$ cat config.mk
export PLATFORM = sky130hd
export DESIGN_NAME = flash_reprog_seq
export DESIGN_NICKNAME = d
export VERILOG_FILES = /design/src/rtl/flash_seq_pkg.sv /design/src/rtl/flash_bus_strobe.sv /design/src/rtl/flash_wait_timer.sv /design/src/rtl/flash_reprog_seq.sv
export SDC_FILE = /design/constraint.sdc
export NUM_CORES = 1
export LEC_CHECK = 0
export ABC_AREA = 1
export BUFFER_PORTS_ARGS = -buffer_cell sky130_fd_sc_hd__buf_2
export CORE_ASPECT_RATIO = 0.9
export CORE_MARGIN = 1
export CORE_UTILIZATION = 49
export CTS_CLUSTER_SIZE = 24
export DETAILED_ROUTE_END_ITERATION = 10
export PLACE_DENSITY = 0.73
export SLEW_MARGIN = 10
export SYNTH_ARGS = -nofsm -noshare
export SYNTH_HDL_FRONTEND = slang
export SYNTH_SLANG_ARGS = --single-unit
$ cat constraint.sdc
create_clock -name clk -period 2.2 [get_ports clk]
set_input_delay 0.44 -clock clk [delete_from_list [all_inputs] [get_ports clk]]
set_output_delay 0.44 -clock clk [all_outputs]
set_load 0.03 [all_outputs]
$ cat src/rtl/flash_seq_pkg.sv
package flash_seq_pkg;

    typedef enum logic [3:0] {
        S_IDLE,
        S_ID_ENTER,
        S_ID_READ,
        S_ID_EXIT,
        S_ERASE_CMD,
        S_ERASE_WAIT,
        S_FETCH,
        S_PROG_CMD,
        S_PROG_WAIT,
        S_VERIFY,
        S_FINISH
    } seq_state_t;

    typedef enum logic [1:0] {
        PH_IDLE,
        PH_SETUP,
        PH_PULSE,
        PH_HOLD
    } bus_phase_t;

    localparam logic [15:0] UNLOCK_ADDR_A = 16'h5555;
    localparam logic [15:0] UNLOCK_ADDR_B = 16'h2AAA;
    localparam logic [7:0]  UNLOCK_BYTE_A = 8'hAA;
    localparam logic [7:0]  UNLOCK_BYTE_B = 8'h55;
    localparam logic [7:0]  OP_ID_ENTER   = 8'h90;
    localparam logic [7:0]  OP_ID_LEAVE   = 8'hF0;
    localparam logic [7:0]  OP_ERASE_ARM  = 8'h80;
    localparam logic [7:0]  OP_ERASE_ALL  = 8'h10;
    localparam logic [7:0]  OP_PROGRAM    = 8'hA0;

    // Address of step idx within a three-write unlock group.
    function automatic logic [15:0] cmd_addr(input logic [2:0] idx);
        return (idx == 3'd1) ? UNLOCK_ADDR_B : UNLOCK_ADDR_A;
    endfunction

    // Data byte of step idx. The third step carries the operation code.
    function automatic logic [7:0] cmd_byte(input logic [2:0] idx, input logic [7:0] op);
        if (idx == 3'd0)      return UNLOCK_BYTE_A;
        else if (idx == 3'd1) return UNLOCK_BYTE_B;
        else                  return op;
    endfunction

endpackage

$ cat src/rtl/flash_bus_strobe.sv
module flash_bus_strobe
    import flash_seq_pkg::*;
#(
    parameter int ADDR_W    = 16,
    parameter int DATA_W    = 16,
    parameter int SETUP_CYC = 2,
    parameter int PULSE_CYC = 3,
    parameter int HOLD_CYC  = 1
) (
    input  logic              clk,
    input  logic              rst_n,
    input  logic              req,
    input  logic              rd,
    input  logic [ADDR_W-1:0] addr,
    input  logic [DATA_W-1:0] wdata,
    output logic              ack,
    output logic [DATA_W-1:0] rdata,
    output logic [ADDR_W-1:0] mem_addr,
    output logic [DATA_W-1:0] mem_dq_out,
    output logic              mem_dq_oe,
    input  logic [DATA_W-1:0] mem_dq_in,
    output logic              mem_ce_n,
    output logic              mem_oe_n,
    output logic              mem_we_n
);
    localparam int MAX_SP = (SETUP_CYC > PULSE_CYC) ? SETUP_CYC : PULSE_CYC;
    localparam int MAX_C  = (MAX_SP > HOLD_CYC) ? MAX_SP : HOLD_CYC;
    localparam int CW     = $clog2(MAX_C + 1);

    bus_phase_t        phase;
    logic [CW-1:0]     cnt;
    logic              rd_q;
    logic [ADDR_W-1:0] addr_q;
    logic [DATA_W-1:0] wdata_q;

    always_ff @(posedge clk) begin
        if (!rst_n) begin
            phase   <= PH_IDLE;
            cnt     <= '0;
            rd_q    <= 1'b0;
            addr_q  <= '0;
            wdata_q <= '0;
            ack     <= 1'b0;
            rdata   <= '0;
        end else begin
            ack <= 1'b0;
            unique case (phase)
                PH_IDLE: begin
                    if (req && !ack) begin
                        rd_q    <= rd;
                        addr_q  <= addr;
                        wdata_q <= wdata;
                        cnt     <= CW'(SETUP_CYC - 1);
                        phase   <= PH_SETUP;
                    end
                end
                PH_SETUP: begin
                    if (cnt == '0) begin
                        cnt   <= CW'(PULSE_CYC - 1);
                        phase <= PH_PULSE;
                    end else begin
                        cnt <= cnt - 1'b1;
                    end
                end
                PH_PULSE: begin
                    if (cnt == '0) begin
                        if (rd_q) rdata <= mem_dq_in;
                        cnt   <= CW'(HOLD_CYC - 1);
                        phase <= PH_HOLD;
                    end else begin
                        cnt <= cnt - 1'b1;
                    end
                end
                PH_HOLD: begin
                    if (cnt == '0) begin
                        ack   <= 1'b1;
                        phase <= PH_IDLE;
                    end else begin
                        cnt <= cnt - 1'b1;
                    end
                end
                default: phase <= PH_IDLE;
            endcase
        end
    end

    always_comb begin
        mem_addr   = addr_q;
        mem_dq_out = wdata_q;
        mem_ce_n   = (phase == PH_IDLE);
        mem_we_n   = !((phase == PH_PULSE) && !rd_q);
        mem_oe_n   = !((phase == PH_PULSE) && rd_q);
        mem_dq_oe  = (phase != PH_IDLE) && !rd_q;
    end
endmodule

$ cat src/rtl/flash_wait_timer.sv
module flash_wait_timer #(
    parameter int TW = 8
) (
    input  logic          clk,
    input  logic          rst_n,
    input  logic          start,
    input  logic [TW-1:0] len,
    output logic          fire
);
    logic [TW-1:0] cnt;
    logic          running;

    always_ff @(posedge clk) begin
        if (!rst_n) begin
            cnt     <= '0;
            running <= 1'b0;
            fire    <= 1'b0;
        end else begin
            fire <= 1'b0;
            if (start) begin
                cnt     <= len - 1'b1;
                running <= 1'b1;
            end else if (running) begin
                if (cnt == '0) begin
                    running <= 1'b0;
                    fire    <= 1'b1;
                end else begin
                    cnt <= cnt - 1'b1;
                end
            end
        end
    end
endmodule

$ cat src/rtl/flash_reprog_seq.sv
module flash_reprog_seq
    import flash_seq_pkg::*;
#(
    parameter int          ADDR_W     = 16,
    parameter int          DATA_W     = 16,
    parameter int          SETUP_CYC  = 2,
    parameter int          PULSE_CYC  = 3,
    parameter int          HOLD_CYC   = 1,
    parameter int          ERASE_WAIT = 25_000_000,
    parameter int          PROG_WAIT  = 1_000,
    parameter bit          VERIFY_EN  = 1'b1,
    parameter logic [15:0] ID_MFR     = 16'h001E,
    parameter logic [15:0] ID_DEV     = 16'h0051
) (
    input  logic              clk,
    input  logic              rst_n,
    input  logic              start,
    input  logic [ADDR_W:0]   word_count,
    input  logic              src_valid,
    output logic              src_ready,
    input  logic [DATA_W-1:0] src_data,
    output logic [ADDR_W-1:0] mem_addr,
    output logic [DATA_W-1:0] mem_dq_out,
    output logic              mem_dq_oe,
    input  logic [DATA_W-1:0] mem_dq_in,
    output logic              mem_ce_n,
    output logic              mem_oe_n,
    output logic              mem_we_n,
    output logic              busy,
    output logic              done,
    output logic              error,
    output logic [ADDR_W-1:0] fail_addr
);
    localparam int TW = $clog2(ERASE_WAIT + 1);
    localparam int CW = ADDR_W + 1;

    seq_state_t        state, state_nx;
    logic [2:0]        step, idx;
    logic [CW-1:0]     cnt_q, word_idx;
    logic [DATA_W-1:0] data_q, id0_q, id1_q;
    logic              bus_req, bus_rd, bus_ack;
    logic [ADDR_W-1:0] bus_addr;
    logic [DATA_W-1:0] bus_wdata, bus_rdata;
    logic              tmr_start, tmr_fire;
    logic [TW-1:0]     tmr_len;
    logic              id_bad, vfy_bad, last_word;

    assign id_bad    = (id0_q != DATA_W'(ID_MFR)) || (id1_q != DATA_W'(ID_DEV));
    assign vfy_bad   = (bus_rdata != data_q);
    assign last_word = ((word_idx + CW'(1)) == cnt_q);
    assign idx       = (step >= 3'd3) ? (step - 3'd3) : step;
    assign busy      = (state != S_IDLE);

    // State register
    always_ff @(posedge clk) begin
        if (!rst_n) state <= S_IDLE;
        else        state <= state_nx;
    end

    // Next-state logic
    always_comb begin
        state_nx = state;
        unique case (state)
            S_IDLE:       if (start) state_nx = S_ID_ENTER;
            S_ID_ENTER:   if (bus_ack && step == 3'd2) state_nx = S_ID_READ;
            S_ID_READ:    if (bus_ack && step == 3'd1) state_nx = S_ID_EXIT;
            S_ID_EXIT:    if (bus_ack) state_nx = id_bad ? S_FINISH : S_ERASE_CMD;
            S_ERASE_CMD:  if (bus_ack && step == 3'd5) state_nx = S_ERASE_WAIT;
            S_ERASE_WAIT: if (tmr_fire) state_nx = (cnt_q == '0) ? S_FINISH : S_FETCH;
            S_FETCH:      if (src_valid) state_nx = S_PROG_CMD;
            S_PROG_CMD:   if (bus_ack && step == 3'd3) state_nx = S_PROG_WAIT;
            S_PROG_WAIT:  if (tmr_fire) state_nx = VERIFY_EN ? S_VERIFY
                                                   : (last_word ? S_FINISH : S_FETCH);
            S_VERIFY:     if (bus_ack) state_nx = (vfy_bad || last_word) ? S_FINISH : S_FETCH;
            S_FINISH:     state_nx = S_IDLE;
            default:      state_nx = S_IDLE;
        endcase
    end

    // Output decode
    always_comb begin
        bus_req   = 1'b0;
        bus_rd    = 1'b0;
        bus_addr  = '0;
        bus_wdata = '0;
        src_ready = 1'b0;
        tmr_start = 1'b0;
        tmr_len   = TW'(PROG_WAIT);
        unique case (state)
            S_ID_ENTER: begin
                bus_req   = 1'b1;
                bus_addr  = ADDR_W'(cmd_addr(idx));
                bus_wdata = DATA_W'(cmd_byte(idx, OP_ID_ENTER));
            end
            S_ID_READ: begin
                bus_req  = 1'b1;
                bus_rd   = 1'b1;
                bus_addr = ADDR_W'(step);
            end
            S_ID_EXIT: begin
                bus_req   = 1'b1;
                bus_wdata = DATA_W'(OP_ID_LEAVE);
            end
            S_ERASE_CMD: begin
                bus_req   = 1'b1;
                bus_addr  = ADDR_W'(cmd_addr(idx));
                bus_wdata = DATA_W'(cmd_byte(idx, (step < 3'd3) ? OP_ERASE_ARM : OP_ERASE_ALL));
                tmr_start = bus_ack && (step == 3'd5);
                tmr_len   = TW'(ERASE_WAIT);
            end
            S_FETCH: src_ready = 1'b1;
            S_PROG_CMD: begin
                bus_req = 1'b1;
                if (step == 3'd3) begin
                    bus_addr  = word_idx[ADDR_W-1:0];
                    bus_wdata = data_q;
                end else begin
                    bus_addr  = ADDR_W'(cmd_addr(idx));
                    bus_wdata = DATA_W'(cmd_byte(idx, OP_PROGRAM));
                end
                tmr_start = bus_ack && (step == 3'd3);
            end
            S_VERIFY: begin
                bus_req  = 1'b1;
                bus_rd   = 1'b1;
                bus_addr = word_idx[ADDR_W-1:0];
            end
            S_IDLE, S_ERASE_WAIT, S_PROG_WAIT, S_FINISH: ;
            default: ;
        endcase
    end

    // Datapath registers
    always_ff @(posedge clk) begin
        if (!rst_n) begin
            step      <= '0;
            cnt_q     <= '0;
            word_idx  <= '0;
            data_q    <= '0;
            id0_q     <= '0;
            id1_q     <= '0;
            done      <= 1'b0;
            error     <= 1'b0;
            fail_addr <= '0;
        end else begin
            if (state_nx != state) step <= '0;
            else if (bus_ack)      step <= step + 3'd1;

            if (state == S_IDLE && start) begin
                cnt_q     <= word_count;
                word_idx  <= '0;
                done      <= 1'b0;
                error     <= 1'b0;
                fail_addr <= '0;
            end
            if (state == S_ID_READ && bus_ack) begin
                if (step == 3'd0) id0_q <= bus_rdata;
                else              id1_q <= bus_rdata;
            end
            if (state == S_ID_EXIT && bus_ack && id_bad) error <= 1'b1;
            if (state == S_FETCH && src_valid) data_q <= src_data;
            if (state == S_VERIFY && bus_ack && vfy_bad) begin
                error     <= 1'b1;
                fail_addr <= word_idx[ADDR_W-1:0];
            end
            if ((state == S_PROG_WAIT || state == S_VERIFY) && state_nx == S_FETCH)
                word_idx <= word_idx + CW'(1);
            if (state == S_FINISH) done <= 1'b1;
        end
    end

    flash_bus_strobe #(
        .ADDR_W(ADDR_W), .DATA_W(DATA_W),
        .SETUP_CYC(SETUP_CYC), .PULSE_CYC(PULSE_CYC), .HOLD_CYC(HOLD_CYC)
    ) u_bus (
        .clk(clk), .rst_n(rst_n),
        .req(bus_req), .rd(bus_rd), .addr(bus_addr), .wdata(bus_wdata),
        .ack(bus_ack), .rdata(bus_rdata),
        .mem_addr(mem_addr), .mem_dq_out(mem_dq_out), .mem_dq_oe(mem_dq_oe),
        .mem_dq_in(mem_dq_in), .mem_ce_n(mem_ce_n), .mem_oe_n(mem_oe_n),
        .mem_we_n(mem_we_n)
    );

    flash_wait_timer #(.TW(TW)) u_tmr (
        .clk(clk), .rst_n(rst_n), .start(tmr_start), .len(tmr_len), .fire(tmr_fire)
    );
endmodule

==> impl_metrics.csv, run 1 <==
group,metric,value,unit
global_routing,grt_max_degree,90,
drt,drtPass1Iterations,6,
sta,min_period,2.280,ns
yosys,yosysUniqueCellTypes,48,
flow_run,cap_violations,0,
floorplanning,core,0.01852,mm2
global_routing,antenna_found_initial,0,
drt,drc,0,
clock_tree,cts.clk_slew.worst_paths,0.07,ns
setup_path,path_common_cell,"nand2_4",
drt,wl_met2,13070,um
sta,timing.final.ws_setup,-0.07981,ns
yosys,ys_seq_area_share,40.22,%
clock_tree,cts_buffer_depth,2,
yosys,yosys_most_used_dff,"dfxtp_1",
layout,antenna_cells,0,
setup_path,cp.required,2.57,ns
sta,maxSlewViolCount,0,
yosys,yosys.area.top_type_share,40.22,%
placement,dp_hpwl,19550,um
drt,wl_per_cell,15.87,um
setup_path,reg2reg_depth,17,
status,status,"complete, but fails checks",
yosys,yosys-top-cells-count,"nand2_1 (239), dfxtp_1 (188), a21oi_1 (176), o21ai_0 (147), nand3_1 (138)",
worst_hold_path,hold_path.class,"primary input to flip-flop",
placement,place_inst,1764,
drt,ant_nets,0,
drt,viasPerCell,5.593,
global_routing,grt_use_total,28.99,%
clock_tree,cts.sinks,188,
floorplanning,die-area,0.01965,mm2
yosys,yosysMostFrequentCell,"nand2_1",
sta,hold_viol_final,0,
clock_tree,hold_buffers,0,
yosys,yosysWarningCount,0,
layout,final_cells,1836,
status,violations,"negative setup slack",
clock_tree,cts_buffers,17,
global_routing,grt_pass1_wl,45710,um
placement,port_buffers,108,
floorplanning,rows,47,
worst_hold_path,worstHoldEndpoint,"data_q[14]",
setup_path,crit_path_cell_trace,"ha_4 -> nand2_4 -> nor2_4 -> nand2_4 -> inv_2 -> nand2_1 -> nand2_1 -> nand3_1 -> nand2_1 -> nand2_2 -> nor2_2 -> nand3_2 -> nand2_4 -> nand2_8 -> nand2_4 -> nand3_1 -> a21oi_1",
drt,wl_met3,2223,um
sta,fin_hold_ws,0.2357,ns
sta,finalClockSkew,0.01372,ns
setup_path,r2r_start,"word_idx[0]",
drt,drt-total-wl,29140,um
global_routing,grt.overflow.total,0,
power_and_ir_drop,power_per_cell_area,640.4,mW/mm2
worst_hold_path,min_from,"src_data[14]",
clock_tree,cts_tree,"built",
power_and_ir_drop,power_leakage,5.452,nW
setup_path,start_kind,"flip-flop",
setup_path,path_class,"flip-flop to flip-flop",
setup_path,r2r-end,"word_idx[8]",
yosys,synth-seq-cells,188,
layout,final_cell_area,0.01250,mm2
yosys,yosysTopAreaCell,"dfxtp_1",
drt,routed.top_layer,"met4",
setup_path,crit_slowest_cell,"dfxtp_2",
sta,fmax,438.6,MHz
yosys,synth_edf_count,0,
sta,worstMarginPinSlew,0.7418,ns
placement,placed_area,0.01095,mm2
layout,syn_to_final_growth,33.60,%
setup_path,rrSetupSlack,-0.08,ns
yosys,synth_area_leaders,"dfxtp_1 (40%), nand2_1 (9.6%), a21oi_1 (9.4%)",
yosys,async_reset_ff_share,0,%
floorplanning,dieWidth,147.7,um
global_routing,grt_pass1_vias,9299,
placement,gp_congestion,0.9759,
clock_tree,htreeDepth,4,
yosys,avgSynthCellArea,6.932,um2
yosys,synth_nets,1417,
sta,timing.slew.headroom,50.55,%
clock_tree,cts_root_buffer,"clkbuf_16",
yosys,syn_area,0.009358,mm2
setup_path,slowest_delay,0.36,ns
floorplanning,start_util,50.52,%
drt,wl_met1,12940,um
floorplanning,io_pins,109,
drt,dr.first_iter.drc_count,932,
setup_path,worstPathMaxFanout,6,
worst_hold_path,whs_path_depth,3,
sta,fin_crit_sh,103.6,%
layout,drive_gt1_share,29.86,%
setup_path,cp-end-kind,"flip-flop",
layout,fin_nets,1645,
sta,rsz0062_at_grt,"true",
yosys,synthCells,1350,
power_and_ir_drop,peakVddDrop,0.0008124,V
drt,num_vias,10268,
sta,setup_viol,24,
floorplanning,die_y,133.1,um
clock_tree,insertion_delay,0.45,ns
setup_path,cp.arrival,2.65,ns
==> cell usage in the layout (no fill, tap or decap), types with 6 or more instances in the layout <==
master / n
clkbuf_16: 17
buf_6: 9
o21ai_2: 13
dfxtp_1: 176
a21oi_2: 9
o21ai_1: 32
o21ai_0: 114
nand4_1: 22
inv_1: 121
nor2_4: 14
xnor2_1: 14
nor2_2: 30
nand3_4: 8
buf_2: 108
inv_2: 25
buf_12: 6
nor2_1: 66
ha_1: 8
nor3_1: 14
nand3_1: 117
nor4_1: 11
nand3_2: 15
buf_4: 139
nand2_4: 8
a21oi_1: 167
xor2_1: 7
nand2_1: 218
dfxtp_2: 8
nand2_2: 20
==> how the worst max path moves through the flow <==
stage,start,endpoint,slack (ns),depth (start not counted)
after detailed placement,step[0],u_tmr.cnt[23],-0.17,18
after floorplan,step[0],u_bus.mem_addr[10],0.01,14
after global routing,step[0],u_tmr.cnt[24],-0.23,17
after CTS,word_idx[1],step[0],-0.02,17
final,word_idx[0],word_idx[8],-0.08,17
after global placement,step[0],u_bus.mem_addr[12],-0.08,14
==> kinds of logic after synthesis <==
logic type | share of synthesized area [%]
DFF | 40.22
buffers and inverters | 8.958
AOI/OAI and AO/OA | 19.86
and+or+nand+nor | 27.04
xor gates and xnor gates | 2.059
adders and majority gates | 1.872
==> routing by layer <==
layer	up-vias	GRT usage (%)
li1	4997	-
met1	4731	40.09
met2	462	45.52
met3	78	5.274
met4	0	9.679
met5	-	0
==> timing repair <==
item	4_1_cts	5_1_grt
setup buffers	17	16
setup endpoints to repair	57	77
gates resized for setup	70	133
pin swaps	30	54
cloned	5	2
==> through the flow <==
step / setup TNS (ns) / setup slack [ns] / power, mW / util, %
global placement: -0.4088 / -0.07844 / 4.861 / 59.12
CTS: -0.03402 / -0.02112 / 7.934 / 64.50
global route: -7.974 / -0.2252 / 8.296 / 67.49
floorplan: 0 / 0.01064 / 4.466 / -
finish: -0.9358 / -0.07981 / 8.006 / 67.49
detailed placement: -1.997 / -0.1743 / 4.886 / 59.12
==> critical path, delay by kind of cell, from the launching register on <==
kind	cells	cell delay, ns
flip-flops	1	0.36
AND/OR/NAND/NOR	14	1.43
AO/OA/AOI/OAI	1	0.17
buffers and inverters	1	0.06
adder cells (fa/ha/maj)	1	0.18
==> flip-flops by register name (all words and copies together) (netlist names), 2 cells and up <==
name              flops
u_bus.cnt             2
data_q               16
id0_q                16
u_bus.rdata          16
id1_q                16
u_bus.mem_addr       16
state                 4
u_tmr.cnt            25
u_bus.phase           2
step                  3
fail_addr            16
word_idx             17
cnt_q                17
u_bus.mem_dq_out     16
==> layout make-up <==
cell class / count / area (um2)
clock buffers: 19 / 442.9
clock inverters: 13 / 132.6
fillers: 1494 / 6022
inverters: 151 / 570.5
multi-input cells: 954 / 5390
flip-flops and latches: 188 / 3789
well taps: 245 / 306.5
repair buffers: 265 / 1863
repair inverters: 1 / 7.507
==> power by group <==
part	internal [mW]	switching (mW)	leakage, nW	total (mW)
combinational	0.456	0.889	3.65	1.35
sequential	3.50	0.0882	1.53	3.59
clock	1.62	1.45	0.274	3.07
Note: power is estimated with default switching activity, not from simulation.
==> run 2, diff against run 1 <==
--- a/config.mk
+++ b/config.mk
@@ -5,7 +5,7 @@
 export SDC_FILE = /design/constraint.sdc
 export NUM_CORES = 1
 export LEC_CHECK = 0
-export ABC_AREA = 1
+export ABC_AREA = 0
 export BUFFER_PORTS_ARGS = -buffer_cell sky130_fd_sc_hd__buf_2
 export CORE_ASPECT_RATIO = 0.9
 export CORE_MARGIN = 1
==> run 2 against run 1 <==
Effect of this change: the run still ends with negative setup slack left; power is essentially flat; cell area grew 6.5%; clock power grew 7.2%; global-route usage grew 1.4 points; count of clock-buffer cells in the layout shrank 1; largest cell class unchanged; largest power group unchanged.
==> impl_metrics.csv, run 2 <==
group,metric,value,unit
status,status,"complete, but fails checks",
status,violations,"negative setup slack",
sta,maxSlewViolCount,0,
clock_tree,cts_buffer_depth,2,
floorplanning,rows,47,
clock_tree,cts_root_buffer,"clkbuf_16",
floorplanning,start_util,50.87,%
layout,largest_reg_flops,25,
layout,fin_util,71.45,%
yosys,yosysMostFrequentCell,"nand2_1",
yosys,yosysUniqueCellTypes,78,
power_and_ir_drop,power_per_cell_area,600.9,mW/mm2
layout,final_cells,1709,
sta,worstMarginPinSlew,0.6358,ns
setup_path,slowest_delay,0.47,ns
global_routing,grt.overflow.total,0,
layout,largestRegisters,"u_tmr.cnt (25), cnt_q (17), word_idx (17)",
yosys,yosys.area.top_type_share,39.69,%
drt,viasPerCell,5.693,
placement,gp_congestion,0.9357,
clock_tree,cts_tree,"built",
setup_path,crit_family,"compound AO/OA/AOI/OAI gates",
placement,place_inst,1646,
setup_path,crit_slowest_cell,"nor4_1",
floorplanning,die_y,134.0,um
sta,finalClockSkew,0.01011,ns
drt,routed.top_layer,"met4",
layout,final_cell_mix,"nand2_1 (251), buf_4 (201), dfxtp_1 (170)",
floorplanning,io_pins,109,
clock_tree,insertion_delay,0.44,ns
sta,timing.final.ws_setup,-0.4952,ns
power_and_ir_drop,peakVddDrop,0.0007480,V
drt,wl_per_cell,18.11,um
setup_path,critPathLaunch,"word_idx[9]",
yosys,synthCells,1166,
setup_path,crit_path_cell_trace,"buf_4 -> nand4_1 -> nor4_1 -> xnor2_1 -> a21o_1 -> o311ai_4 -> buf_12 -> nor2_2 -> a211o_1",
placement,dp_hpwl,20170,um
yosys,synth_area_leaders,"dfxtp_1 (40%), nand2_1 (10%), a21boi_0 (9.6%)",
layout,syn_to_final_growth,40.45,%
layout,nFillCells,1334,
drt,drc,0,
setup_path,cp-end-kind,"flip-flop",
setup_path,path_buf_inv,2,
drt,drt-total-wl,30940,um
global_routing,grt_pass1_wl,47420,um
clock_tree,htreeDepth,4,
global_routing,antenna_found_initial,0,
yosys,ys_seq_area_share,39.69,%
power_and_ir_drop,power,8.003,mW
layout,antenna_cells,0,
layout,fin_nets,1518,
clock_tree,cts.sinks,188,
sta,fmax,371.0,MHz
drt,dr.first_iter.drc_count,890,
layout,final_common_cell,"nand2_1",
drt,wl_met3,2668,um
global_routing,grt_pass1_vias,9004,
global_routing,grt_max_degree,77,
flow_run,cap_violations,0,
setup_path,worstPathMaxFanout,8,
placement,port_buffers,108,
sta,hold_viol_final,0,
yosys,synth_nets,1233,
sta,timing.slew.headroom,57.29,%
sta,rsz0062_at_grt,"true",
yosys,avgSynthCellArea,8.133,um2
sta,fin_crit_sh,122.5,%
layout,register_area,0.003799,mm2
power_and_ir_drop,power_leakage,5.271,nW
clock_tree,cts_buffers,17,
yosys,synth-seq-cells,188,
drt,drtPass1Iterations,7,
sta,setup_viol,62,
drt,wl_met1,13390,um
yosys,yosys-top-cells-count,"nand2_1 (257), dfxtp_1 (188), a21boi_0 (121), xnor2_1 (54), clkbuf_1 (53)",
sta,min_period,2.695,ns
floorplanning,core,0.01864,mm2
drt,ant_nets,0,
layout,top_register,"u_tmr.cnt",
setup_path,cp.arrival,3.03,ns
layout,drive_gt1_share,35.25,%
setup_path,cp.required,2.53,ns
yosys,async_reset_ff_share,0,%
setup_path,start_kind,"flip-flop",
setup_path,path_class,"flip-flop to flip-flop",
worst_hold_path,hold_path.class,"primary input to flip-flop",
floorplanning,dieWidth,148.6,um
global_routing,grt_use_total,30.35,%
setup_path,r2r_start,"word_idx[9]",
worst_hold_path,min_from,"mem_dq_in[10]",
yosys,syn_area,0.009483,mm2
yosys,yosysWarningCount,0,
drt,num_vias,9729,
floorplanning,die-area,0.01991,mm2
yosys,synth_edf_count,0,
drt,wl_met2,13930,um
clock_tree,cts.clk_slew.worst_paths,0.08,ns
yosys,yosysTopAreaCell,"dfxtp_1",
yosys,yosys_most_used_dff,"dfxtp_1",
layout,multi_input_comb_area,0.006052,mm2
run 2: changes by cell type after synthesis, moves of 40 or more:
cell and change:
a21boi_0 +120, a21oi_1 -129, inv_1 -117, nand3_1 -101, nor2_1 -46, o21ai_0 -102, xnor2_1 +40
run 2: layout make-up:
cell class | count | share of cell area (%)
well taps | 245 | 2.302
multi-input cells | 891 | 45.44
inverters | 14 | 0.4133
repair buffers | 339 | 18.58
clock inverters | 14 | 1.447
flip-flops and latches | 188 | 28.52
clock buffers | 18 | 3.297
run 2: where the power goes:
part	internal [mW]	switching, mW
combinational	0.477	0.702
clock	1.78	1.51
sequential	3.47	0.0666
run 2: cell families after synthesis:
group                      synth area share [%]
adders and majority gates                 1.847
xor gates and xnor gates                  6.188
and+or+nand+nor                           25.61
muxes                                    0.5673
AOI/OAI and AO/OA                         22.26
DFF                                       39.69
buffers and inverters                     3.840
run 2: per-layer routing:
layer / GRT usage, % / vias to the layer above
li1: - / 4623
met1: 41.40 / 4556
met2: 48.00 / 462
met3: 6.973 / 88
met4: 8.018 / 0
met5: 0 / -
run 2: final timing paths:
| kind | to | slack [ns] | cells past startpoint |
|---|---|---|---|
| setup / recovery | word_idx[16] | -0.50 | 9 |
| hold / removal | u_bus.rdata[10] | 0.24 | 3 |
| setup reg to reg | word_idx[16] | -0.50 | 9 |
| hold reg to reg | u_bus.mem_addr[10] | 0.45 | 2 |
run 2: worst reg2reg max path, stage by stage, from the launching register on:
cell      delay (ns)
dfxtp_1         0.46
buf_4           0.23
nand4_1         0.17
nor4_1          0.48
xnor2_1         0.13
a21o_1          0.26
o311ai_4        0.38
buf_12          0.18
nor2_2          0.04
a211o_1         0.26
run 2: timing repair:
action | in CTS | in global routing
hold buffers | 0 | 0
cloned | 2 | 0
resized for setup | 79 | 115
pin swaps | 38 | 56
setup buffers | 25 | 14
endpoints found under the setup margin | 81 | 100
run 2: per-stage QoR:
step                area (um2)  setup slack [ns]  setup TNS, ns  hold slack (ns)
floorplan                 9688           -0.3767         -12.34           0.4382
global placement         11750           -0.3827         -14.90           0.4450
detailed placement       11750           -0.4267         -18.93           0.4554
CTS                      12920           -0.4092         -15.94           0.2277
global route             13320           -0.5631         -22.95           0.2325
finish                   13320           -0.4952         -18.44           0.2381
